## src/rtl/adc_thm_pkg.sv

```systemverilog
package adc_thm_pkg;

    localparam int REG_W = 8;

    typedef enum logic [1:0] {
        ADDR_CTRL   = 2'd0,
        ADDR_LIM_HI = 2'd1,
        ADDR_LIM_LO = 2'd2,
        ADDR_SPARE  = 2'd3
    } reg_addr_e;

    // control register bit positions (software decodes these)
    localparam int CB_HI_CLR = 7;
    localparam int CB_HI_ST  = 6;
    localparam int CB_LO_CLR = 5;
    localparam int CB_LO_ST  = 4;
    localparam int CB_INV    = 3;
    localparam int CB_REF    = 2;
    localparam int CB_CONT   = 1;
    localparam int CB_START  = 0;

    typedef struct packed {
        logic [3:0]       mode;
        logic [REG_W-1:0] lim_hi;
        logic [REG_W-1:0] lim_lo;
        logic             hi_flag;
        logic             lo_flag;
    } thm_state_t;

endpackage

```

## src/rtl/adc_thm_cmp.sv

```systemverilog
module adc_thm_cmp #(
    parameter int RES_W = 10,
    parameter int CMP_W = 8
) (
    input  logic [RES_W-1:0] result,
    input  logic [CMP_W-1:0] lim_hi,
    input  logic [CMP_W-1:0] lim_lo,
    input  logic             inv,
    output logic             hi_hit,
    output logic             lo_hit
);
    localparam int DROP = RES_W - CMP_W;

    // Extend each limit to full result width: compare on the top CMP_W
    // bits is equivalent to comparing the full value against the limit
    // padded with ones (for "above") or zeros (for "below").
    logic [RES_W-1:0] hi_top;
    logic [RES_W-1:0] lo_bot;

    generate
        if (DROP > 0) begin : g_pad
            assign hi_top = {lim_hi, {DROP{1'b1}}};
            assign lo_bot = {lim_lo, {DROP{1'b0}}};
        end else begin : g_nopad
            assign hi_top = lim_hi;
            assign lo_bot = lim_lo;
        end
    endgenerate

    logic above_hi;
    logic below_lo;

    always_comb begin
        above_hi = result > hi_top;
        below_lo = result < lo_bot;
        if (inv) begin
            hi_hit = !above_hi;
            lo_hit = !below_lo;
        end else begin
            hi_hit = above_hi;
            lo_hit = below_lo;
        end
    end

endmodule

```

## src/rtl/adc_thm_regs.sv

```systemverilog
module adc_thm_regs
    import adc_thm_pkg::*;
(
    input  logic             clk,
    input  logic             rst_n,
    input  logic [1:0]       reg_addr,
    input  logic             reg_wr,
    input  logic [REG_W-1:0] reg_wdata,
    output logic [REG_W-1:0] reg_rdata,
    input  logic             conv_done,
    input  logic             hi_hit,
    input  logic             lo_hit,
    output logic [3:0]       mode,
    output logic [REG_W-1:0] lim_hi,
    output logic [REG_W-1:0] lim_lo,
    output logic             hi_flag,
    output logic             lo_flag
);
    thm_state_t s_d, s_q;

    logic ctrl_wr_d;
    logic clr_hi_d;
    logic clr_lo_d;
    logic set_hi_d;
    logic set_lo_d;

    always_comb begin
        s_d       = s_q;
        ctrl_wr_d = reg_wr && (reg_addr == ADDR_CTRL);
        clr_hi_d  = ctrl_wr_d && reg_wdata[CB_HI_CLR];
        clr_lo_d  = ctrl_wr_d && reg_wdata[CB_LO_CLR];
        set_hi_d  = conv_done && hi_hit;
        set_lo_d  = conv_done && lo_hit;

        if (ctrl_wr_d) begin
            s_d.mode = reg_wdata[3:0];
        end
        if (reg_wr && (reg_addr == ADDR_LIM_HI)) begin
            s_d.lim_hi = reg_wdata;
        end
        if (reg_wr && (reg_addr == ADDR_LIM_LO)) begin
            s_d.lim_lo = reg_wdata;
        end

        // a setting event outranks a clear in the same cycle
        s_d.hi_flag = set_hi_d || (s_q.hi_flag && !clr_hi_d);
        s_d.lo_flag = set_lo_d || (s_q.lo_flag && !clr_lo_d);
    end

    always_ff @(posedge clk or negedge rst_n) begin
        if (!rst_n) begin
            s_q <= '0;
        end else begin
            s_q <= s_d;
        end
    end

    always_comb begin
        reg_rdata = '0;
        unique case (reg_addr)
            ADDR_CTRL: begin
                reg_rdata[3:0]      = s_q.mode;
                reg_rdata[CB_HI_ST] = s_q.hi_flag;
                reg_rdata[CB_LO_ST] = s_q.lo_flag;
            end
            ADDR_LIM_HI: reg_rdata = s_q.lim_hi;
            ADDR_LIM_LO: reg_rdata = s_q.lim_lo;
            default:     reg_rdata = '0;
        endcase
    end

    assign mode    = s_q.mode;
    assign lim_hi  = s_q.lim_hi;
    assign lim_lo  = s_q.lim_lo;
    assign hi_flag = s_q.hi_flag;
    assign lo_flag = s_q.lo_flag;

endmodule

```

## src/rtl/adc_thresh_mon.sv

```systemverilog
module adc_thresh_mon
    import adc_thm_pkg::*;
#(
    parameter int RES_W = 10
) (
    input  logic             clk,
    input  logic             rst_n,
    input  logic [1:0]       reg_addr,
    input  logic             reg_wr,
    input  logic [REG_W-1:0] reg_wdata,
    output logic [REG_W-1:0] reg_rdata,
    input  logic             conv_done,
    input  logic [RES_W-1:0] conv_data,
    output logic             mode_inv,
    output logic             ref_sel,
    output logic             cont_en,
    output logic             man_start,
    output logic             irq_n
);
    logic [3:0]       mode;
    logic [REG_W-1:0] lim_hi;
    logic [REG_W-1:0] lim_lo;
    logic             hi_hit;
    logic             lo_hit;
    logic             hi_flag;
    logic             lo_flag;

    adc_thm_cmp #(
        .RES_W(RES_W),
        .CMP_W(REG_W)
    ) cmp_i (
        .result (conv_data),
        .lim_hi (lim_hi),
        .lim_lo (lim_lo),
        .inv    (mode[CB_INV]),
        .hi_hit (hi_hit),
        .lo_hit (lo_hit)
    );

    adc_thm_regs regs_i (
        .clk       (clk),
        .rst_n     (rst_n),
        .reg_addr  (reg_addr),
        .reg_wr    (reg_wr),
        .reg_wdata (reg_wdata),
        .reg_rdata (reg_rdata),
        .conv_done (conv_done),
        .hi_hit    (hi_hit),
        .lo_hit    (lo_hit),
        .mode      (mode),
        .lim_hi    (lim_hi),
        .lim_lo    (lim_lo),
        .hi_flag   (hi_flag),
        .lo_flag   (lo_flag)
    );

    assign mode_inv  = mode[CB_INV];
    assign ref_sel   = mode[CB_REF];
    assign cont_en   = mode[CB_CONT];
    assign man_start = mode[CB_START];
    assign irq_n     = !(hi_flag || lo_flag);

endmodule

```

## config.mk

```make
export PLATFORM = sky130hd
export DESIGN_NAME = adc_thresh_mon
export DESIGN_NICKNAME = d
export VERILOG_FILES = /design/src/rtl/adc_thm_pkg.sv /design/src/rtl/adc_thm_cmp.sv /design/src/rtl/adc_thm_regs.sv /design/src/rtl/adc_thresh_mon.sv
export SDC_FILE = /design/constraint.sdc
export NUM_CORES = 1
export LEC_CHECK = 0
export BUFFER_PORTS_ARGS = -buffer_cell sky130_fd_sc_hd__buf_2
export CORE_MARGIN = 1.5
export CORE_UTILIZATION = 49
export CTS_BUF_LIST = sky130_fd_sc_hd__clkbuf_8
export CTS_CLUSTER_SIZE = 20
export DETAILED_ROUTE_END_ITERATION = 8
export PLACE_DENSITY = 0.89
export SYNTH_ARGS = -nofsm -noshare
export SYNTH_HDL_FRONTEND = slang
export SYNTH_HIERARCHICAL = 1
export SYNTH_SLANG_ARGS = --single-unit
```

## constraint.sdc

```tcl
create_clock -name clk -period 2.1 [get_ports clk]
set_clock_uncertainty 0.2 [all_clocks]
set_input_delay 0.315 -clock clk [delete_from_list [all_inputs] [get_ports clk]]
set_output_delay 0.315 -clock clk [all_outputs]
set_load 0.05 [all_outputs]
```

==> impl_metrics.csv, run 1 <==
group,metric,value,unit
status,outcome,"finished, final reports clean",
timing,rsz0062_at_grt,"true",
timing,tightest_slew,0.491,ns
place,hpwlAfterDp,2670,um
floorplanning,core_area,2780,um2
cts,cts.sinks,22,
cts,cts_tree,"yes",
cts,clkTransAtPathRegs,0.08,ns
setup_path,critPathArrivalTime,2.00,ns
setup_path,crit_type,"flip-flop to flip-flop",
yosys,synth.distinct_cells,28,
yosys,syn_area,1460,um2
yosys,post-synth-top-count-cell,"dfrtp_1",
cts,cts_buffers,3,
setup_path,critical_path_required,2.06,ns
global_routing,grt_pass1_vias,1198,
cts,clk_latency,0.27,ns
floorplanning,rows,19,
layout,final_util,0.634,
floorplanning,start_util,0.525,
global_routing,grt_busiest_layer,"met2",
yosys,syn_inst,137,
route,num_vias,1203,
timing,slew_headroom,0.672,
global_routing,gr-usage-met2,0.383,
power,p_per_area,842,nW/um2
setup_path,crit_start,"regs_i/lim_hi[7]",
timing,layout_min_cycle_time,2.04,ns
layout,instances_no_fill,208,
yosys,synth_seq_cells,22,
global_routing,grt_pass1_wl,5550,um
route,dr.pass1.iters,4,
yosys,yosysTopAreaCellShare,0.377,
global_routing,grt_max_degree,23,
cts,clockBufferDepth,2,
global_routing,use_met3,0.0204,
route,drc,0,
yosys,syn_nets,180,
yosys,synth_top_area_cell,"dfrtp_1",
place,place_inst,201,
power,power.clock.fraction,0.207,
route,vias_per_cell,5.78,
route,drtAntennaViolNets,0,
power,power,1.48,mW
floorplanning,io_pins,37,
timing,fmax,0.489,GHz
layout,final_layout_size_suffix_gt1_frac,0.401,
setup_path,worst_setup_path_start_kind,"flip-flop",
route,wl,3530,um
setup_path,worstPathMaxFanout,3,
yosys,synth_edf_count,0,
route,drt_iter0_drc,62,
power,p_comb_frac,0.403,
power,vdd_drop_max,575,uV
power,netSwitchingPower,0.568,mW
place,globalplace.congestion,0.796,
timing,setup_tns,0,ns
setup_path,cp-end-kind,"flip-flop",
timing,period_share,0.973,
cts,root_buffer,"clkbuf_8",
floorplanning,dieArea,3320,um2
global_routing,grt_remaining_overflow,0,
hold_path,worstHoldStart,"reg_wdata[4]",
power,seq_power_share,0.390,
cts,htreeDepth,1,
floorplanning,die_w,57.6,um
power,intPower,0.916,mW
timing,final_hold_viol_count,0,
global_routing,antenna_found_initial,0,
yosys,ys_seq_area_frac,0.377,
timing,final_critical_path_setup_slack,0.0567,ns
flow_run,drv_cap,0,
global_routing,grt_usage,0.220,
layout,syn_to_final_growth,20.8,%
layout,antenna_cells,0,
yosys,synth-warning-count,6,
layout,final_area,1760,um2
yosys,synth-async-reset-ratio,1.00,
route,wl_per_cell,17.0,um
timing,holdWs,0.0917,ns
place,port-buffer-count,36,
timing,drv_slew,0,
yosys,yosys-top-cells-count,"dfrtp_1, mux2_2, ha_1, inv_1, nor2_1",
power,switching_share,0.383,
global_routing,met1_usage,0.287,
place,post-place-ws,0.0307,ns
setup_path,r2r_start,"regs_i/lim_hi[7]",
yosys,synth.avg_cell_area,10.7,um2
yosys,synth_ff_type,"dfrtp_1",
floorplanning,die_h,57.6,um
layout,finalNetCount,221,
power,leakage,0.897,nW
hold_path,hold_path_class,"input pin to flip-flop",
yosys,synth_area_leaders,"dfrtp_1, ha_1, mux2_2",
place,place_area,1660,um2
timing,setup_viol,0,
layout by cell type (no fill, tap or decap), types with 4 or more instances in the layout:
cell type  Yosys  layout
buf_2          0      36
dfrtp_1       22      22
mux2_2        20      20
inv_1         19      17
ha_1          19      16
nor2_1         8       8
a222oi_1       6       6
a21oi_1        5       5
nand2_1        5       5
clkbuf_8       0       4
o21ai_0        4       4
kinds of logic (layout without fill, tap and decap cells):
group,Yosys count,in the layout,share of synthesized area
mux,21,21,0.161
simple gates,25,25,0.0891
buf+inv,22,62,0.0643
xor+xnor,1,1,0.00600
fa+ha+maj,19,19,0.163
flops,22,22,0.377
compound gates,27,27,0.140
flip-flops by register name, summed over array words and instances, names as in the netlist:
register / count
regs_i/lim_hi: 8
regs_i/lim_lo: 8
regs_i/mode: 4
regs_i/hi_flag: 1
regs_i/lo_flag: 1
power by group through the flow:
stage / Combinational [mW] / Sequential (mW) / Clock, mW
floorplan: 0.376 / 0.616 / 0
global placement: 0.540 / 0.580 / 0
detailed placement: 0.566 / 0.586 / 0
CTS: 0.572 / 0.577 / 0.311
global route: 0.653 / 0.589 / 0.328
finish: 0.598 / 0.579 / 0.308
area by class of cell:
type	instances	area (um2)
well taps	31	38.8
multi-input cells	93	843
flip-flops and latches	22	551
inverters	19	71.3
repair buffers	39	205
fillers	208	1020
clock buffers	4	55.1
per-layer routing:
metal  up-vias  part of all wire  routed length (um)
met5         -                 0                   0
met4         0             0.012                  44
met3         5             0.060                 211
met2        52              0.52                1830
met1       570              0.41                1450
li1        576                 -                   -
critical path: stages (launching register included):
cell and delay [ns]:
dfrtp_1 0.41, inv_2 0.06, ha_4 0.26, nand4_1 0.10, or4_1 0.53, o211ai_2 0.08
xnor2_1 0.09, a22o_1 0.20
final timing paths:
path / to / slack (ns) / depth (start not counted)
max: regs_i/hi_flag / 0.06 / 7
min: regs_i/lim_lo[4] / 0.09 / 2
max reg2reg: regs_i/hi_flag / 0.06 / 7
min reg2reg: regs_i/mode[2] / 0.34 / 1
max in group asynchronous: regs_i/mode[2] / 1.02 / 2
min in group asynchronous: regs_i/lim_hi[2] / 0.34 / 2
what timing repair did:
action,in CTS,in global routing
buffers inserted,0,2
endpoints found under the setup margin,0,3
endpoints found under the hold margin,22,0
gates resized for setup,0,5
hold buffers,1,0
Power figures use the tool's default switching activity.
==> inputs of run 2 (changes only) <==
GPL_TIMING_DRIVEN = 0   (was unset)
PLACE_DENSITY = 0.84   (was 0.89)
==> run 2 against run 1 <==
  * Sequential power about the same
  * Largest cell class unchanged
  * Setup slack got worse by 0.043 ns
  * Die area unchanged
  * Power increased by 3.4%
  * Cell area increased by 3.8%
==> impl_metrics.csv, run 2 (synthesized netlist as in run 1, its figures left out) <==
group,metric,value,unit
layout,syn_to_final_growth,25.4,%
floorplanning,die_h,57.6,um
setup_path,cp-end-kind,"flip-flop",
global_routing,grt_usage,0.226,
layout,final_layout_size_suffix_gt1_frac,0.424,
layout,instances_no_fill,215,
global_routing,antenna_found_initial,0,
layout,seq_area,551,um2
cts,cts.sinks,22,
timing,setup_viol,0,
power,power,1.54,mW
setup_path,rr_worst_depth,7,
layout,finalNetCount,228,
floorplanning,rows,19,
global_routing,grt_max_degree,23,
flow_run,drv_cap,0,
setup_path,crit_start,"regs_i/lim_hi[6]",
layout,antenna_cells,0,
timing,holdWs,0.104,ns
place,place_inst,204,
setup_path,critPathBufInv,1,
setup_path,endpoint,"regs_i/hi_flag",
setup_path,r2r_setup_slack,0.01,ns
route,met1_length,1630,um
route,topRoutingLayerUsed,"met4",
layout,final_area,1830,um2
setup_path,cp_top_family,"simple AND/OR/NAND/NOR gates",
timing,fmax,0.479,GHz
place,globalplace.congestion,0.800,
layout,fillers,214,
layout,final_common_cell,"buf_2",
cts,clockBufferDepth,2,
setup_path,critical_path_required,2.06,ns
place,place_area,1680,um2
route,drtAntennaViolNets,0,
power,leakage,0.936,nW
place,port-buffer-count,36,
setup_path,crit_chain,"inv_1 -> ha_1 -> nand4_1 -> or4_4 -> o211ai_2 -> xnor2_1 -> a22o_1",
cts,cts_buffers,3,
timing,period_share,0.994,
setup_path,r2r_start,"regs_i/lim_hi[6]",
setup_path,r2r_end,"regs_i/hi_flag",
cts,clk_latency,0.26,ns
power,vdd_drop_max,649,uV
timing,final_hold_viol_count,0,
layout,final_util,0.658,
timing,tightest_slew,0.490,ns
floorplanning,core_area,2780,um2
route,drc,0,
setup_path,cp_slowest_cell,"or4_4",
timing,slew_headroom,0.674,
timing,rsz0062_at_grt,"true",
route,wl_met3,155,um
timing,layout_min_cycle_time,2.09,ns
timing,drv_slew,0,
setup_path,critPathMaxStageDelay,0.53,ns
route,wl_met2,1960,um
layout,final_cell_mix,"buf_2, dfrtp_1, mux2_2",
cts,htreeDepth,1,
route,drt_iter0_drc,69,
setup_path,cp.depth,7,
route,num_vias,1250,
setup_path,critPathArrivalTime,2.04,ns
global_routing,grt_pass1_wl,5770,um
cts,root_buffer,"clkbuf_8",
cts,cts_tree,"yes",
floorplanning,dieArea,3320,um2
global_routing,grt_pass1_vias,1249,
global_routing,grt_remaining_overflow,0,
cts,clkTransAtPathRegs,0.08,ns
status,outcome,"finished, final reports clean",
power,p_per_area,839,nW/um2
route,wl_per_cell,17.6,um
floorplanning,io_pins,37,
setup_path,crit_type,"flip-flop to flip-flop",
hold_path,hold_path_class,"input pin to flip-flop",
route,dr.pass1.iters,4,
floorplanning,die_w,57.6,um
layout,multi_input_area,857,um2
place,hpwlAfterDp,2580,um
route,wl,3790,um
setup_path,worst_setup_path_start_kind,"flip-flop",
floorplanning,start_util,0.525,
setup_path,worstPathMaxFanout,3,
route,vias_per_cell,5.81,
-- run 2: power breakdown --
| part | internal (mW) | switching (mW) |
|---|---|---|
| clock | 0.167 | 0.138 |
| combinational | 0.272 | 0.380 |
| sequential | 0.506 | 0.0731 |
| total | 0.945 | 0.591 |
-- run 2: worst reg2reg max path, stage by stage (launching register included) --
cell,delay (ns)
dfrtp_1,0.37
inv_1,0.05
ha_1,0.29
nand4_1,0.14
or4_4,0.53
o211ai_2,0.08
xnor2_1,0.10
a22o_1,0.22
-- run 2: area by class of cell --
cell class,instances,share of cell area
Multi-Input combinational cell,93,0.468
Sequential cell,22,0.301
Timing Repair Buffer,43,0.129
Inverter,19,0.0390
Clock buffer,4,0.0301
Tap cell,31,0.0212
Buffer,3,0.0123
-- run 2: how the worst min path moves through the flow --
stage | end | depth (start not counted) | slack, ns | start
6_report | regs_i/mode[2] | 2 | 0.10 | reg_wdata[2]
5_1_grt | regs_i/lim_lo[6] | 2 | 0.10 | reg_wdata[6]
2_1_floorplan | regs_i/hi_flag | 0 | -0.18 | rst_n
3_3_place_gp | regs_i/lim_hi[7] | 1 | 0.09 | rst_n
4_1_cts | regs_i/lim_hi[6] | 2 | 0.1 | reg_wdata[6]
3_5_place_dp | regs_i/lim_hi[7] | 1 | 0.11 | rst_n
-- run 2: per-stage QoR --
stage,worst slack (ns),setup TNS [ns]
floorplan,0.0615,0
global placement,0.0281,0
detailed placement,-0.0128,-0.0128
CTS,0.0125,0
global route,-0.0594,-0.0594
finish,0.0135,0
-- run 2: timing repair --
item | 4_1_cts | 5_1_grt
hold buffers | 1 | 0
setup buffers | 2 | 4
cloned | 0 | 0
pin swaps | 0 | 5
hold endpoints to repair | 22 | 0
gates resized for setup | 0 | 5
endpoints found under the setup margin | 1 | 2
-- run 2: layer usage --
layer  up-vias  track usage
li1        589            -
met1       618        0.301
met2        36        0.381
met3         7       0.0227
met4         0       0.0831
met5         -            0
==> inputs of run 3 (changes only) <==
REMOVE_ABC_BUFFERS = 1   (was unset)
==> run 3 against run 2 <==
  * Utilization decreased by 2.7 points
  * Setup slack improved by 0.061 ns
  * Via count decreased by 3.3%
  * Register-to-register slack improved by 0.06 ns
  * Count of clock-buffer cells in the layout decreased by 1
  * Cell area decreased by 4.1%
  * Die area unchanged
  * Fmax increased by 3.0%
  * Critical path depth unchanged
  * Clock power decreased by 18%
  * Critical path type unchanged
  * Highest routed layer unchanged
==> impl_metrics.csv, run 3 (synthesized netlist as in run 1, its figures left out) <==
group,metric,value,unit
timing,layout_min_cycle_time,2.03,ns
cts,cts_tree,"yes",
cts,clk_latency,0.25,ns
setup_path,rr_worst_depth,7,
layout,antenna_cells,0,
setup_path,critPathBufInv,1,
timing,final_critical_path_setup_slack,0.0745,ns
setup_path,crit_chain,"inv_1 -> ha_4 -> nand4_1 -> or4_1 -> o211ai_2 -> xnor2_2 -> a22o_1",
setup_path,cp-end-kind,"flip-flop",
setup_path,worstPathMaxFanout,3,
cts,htreeDepth,1,
cts,cts_buffers,3,
route,wl_per_cell,16.9,um
place,place_inst,201,
layout,final_layout_size_suffix_gt1_frac,0.400,
layout,final_cell_mix,"buf_2, dfrtp_1, mux2_2",
hold_path,hold_depth,2,
timing,setup_tns,0,ns
floorplanning,io_pins,37,
place,hpwlAfterDp,2640,um
global_routing,antenna_found_initial,0,
floorplanning,die_h,57.6,um
setup_path,crit_type,"flip-flop to flip-flop",
route,drc,0,
layout,syn_to_final_growth,20.2,%
cts,clkTransAtPathRegs,0.07,ns
cts,root_buffer,"clkbuf_8",
layout,instances_no_fill,206,
setup_path,r2r_start,"regs_i/lim_hi[5]",
cts,clockBufferDepth,2,
flow_run,drv_cap,0,
setup_path,worst_setup_path_start_kind,"flip-flop",
setup_path,r2r_setup_slack,0.07,ns
timing,fmax,0.494,GHz
timing,holdWs,0.108,ns
route,vias_per_cell,5.87,
layout,final_common_cell,"buf_2",
timing,drv_slew,0,
place,globalplace.congestion,0.834,
timing,tightest_slew,0.498,ns
route,dr.pass1.iters,4,
route,wl,3480,um
place,port-buffer-count,36,
floorplanning,core_area,2780,um2
setup_path,cp_top_family,"simple AND/OR/NAND/NOR gates",
global_routing,grt_remaining_overflow,0,
global_routing,grt_pass1_vias,1250,
timing,setup_viol,0,
power,p_per_area,823,nW/um2
setup_path,critical_path_required,2.04,ns
hold_path,hold_path_class,"input pin to flip-flop",
route,drtAntennaViolNets,0,
floorplanning,start_util,0.525,
setup_path,cp_slowest_cell,"or4_1",
power,leakage,0.893,nW
floorplanning,die_w,57.6,um
setup_path,r2r_end,"regs_i/hi_flag",
cts,cts.sinks,22,
floorplanning,dieArea,3320,um2
layout,final_util,0.631,
global_routing,grt_pass1_wl,5710,um
global_routing,grt_max_degree,23,
floorplanning,rows,19,
global_routing,grt_usage,0.219,
layout,finalNetCount,220,
route,drt_iter0_drc,36,
route,num_vias,1209,
timing,period_share,0.965,
timing,final_hold_viol_count,0,
hold_path,worstHoldStart,"reg_wdata[6]",
setup_path,critPathMaxStageDelay,0.44,ns
timing,slew_headroom,0.668,
place,post-place-ws,-0.0138,ns
power,vdd_drop_max,617,uV
status,outcome,"finished, final reports clean",
hold_path,min_to,"regs_i/lim_lo[6]",
setup_path,critPathArrivalTime,1.97,ns
[run 3: changes by cell type in the layout (fill, tap and decap cells not counted), sizes merged]
| cell | previous run | this run |
|---|---|---|
| buf | 45 | 37 |
| clkbuf | 4 | 3 |
[run 3: layer usage]
metal	GRT usage	wire length [um]
met5	0	0
met4	0.0565	59
met3	0.0204	140
met2	0.381	1800
met1	0.292	1480
[run 3: cell type report]
class | instances | area (um2)
tap | 31 | 38.8
clock buffer | 3 | 41.3
timing repair buffer | 38 | 198
fill | 216 | 1030
multi-input combinational | 93 | 856
inverter | 19 | 71.3
sequential | 22 | 551
[run 3: worst register-to-register path: stages (launching register included)]
cell and delay [ns]:
dfrtp_1 0.37, inv_1 0.09, ha_4 0.28, nand4_1 0.13
or4_1 0.44, o211ai_2 0.11, xnor2_2 0.09, a22o_1 0.21
[run 3: worst max path at each step]
stage | startpoint | to | slack, ns | depth (start not counted)
after detailed placement | conv_data[7] | regs_i/hi_flag | -0.01 | 7
after CTS | regs_i/lim_hi[1] | regs_i/hi_flag | 0.03 | 7
after floorplan | regs_i/mode[3] | reg_rdata[3] | 0.06 | 2
after global placement | conv_data[8] | regs_i/hi_flag | 0.0004 | 7
final | regs_i/lim_hi[5] | regs_i/hi_flag | 0.07 | 7
after global routing | regs_i/lim_hi[0] | regs_i/hi_flag | -0.005 | 7
[run 3: where the power goes]
group | leakage, nW | switching (mW) | total (mW) | internal, mW
clock network | 0.0216 | 0.123 | 0.250 | 0.127
registers | 0.256 | 0.0736 | 0.580 | 0.506
logic | 0.615 | 0.363 | 0.615 | 0.252
total | 0.893 | 0.559 | 1.44 | 0.885
[run 3: stage by stage]
step                area, um2  power [mW]
CTS                      1720        1.41
global placement         1660        1.12
floorplan                1440       0.989
detailed placement       1660        1.15
global route             1760        1.54
finish                   1760        1.44
[run 3: what timing repair did]
action,in CTS,in global routing
resized for setup,0,7
pin swaps,1,1
setup endpoints to repair,1,8
endpoints found under the hold margin,22,0
hold buffers,1,0
setup buffers,1,0
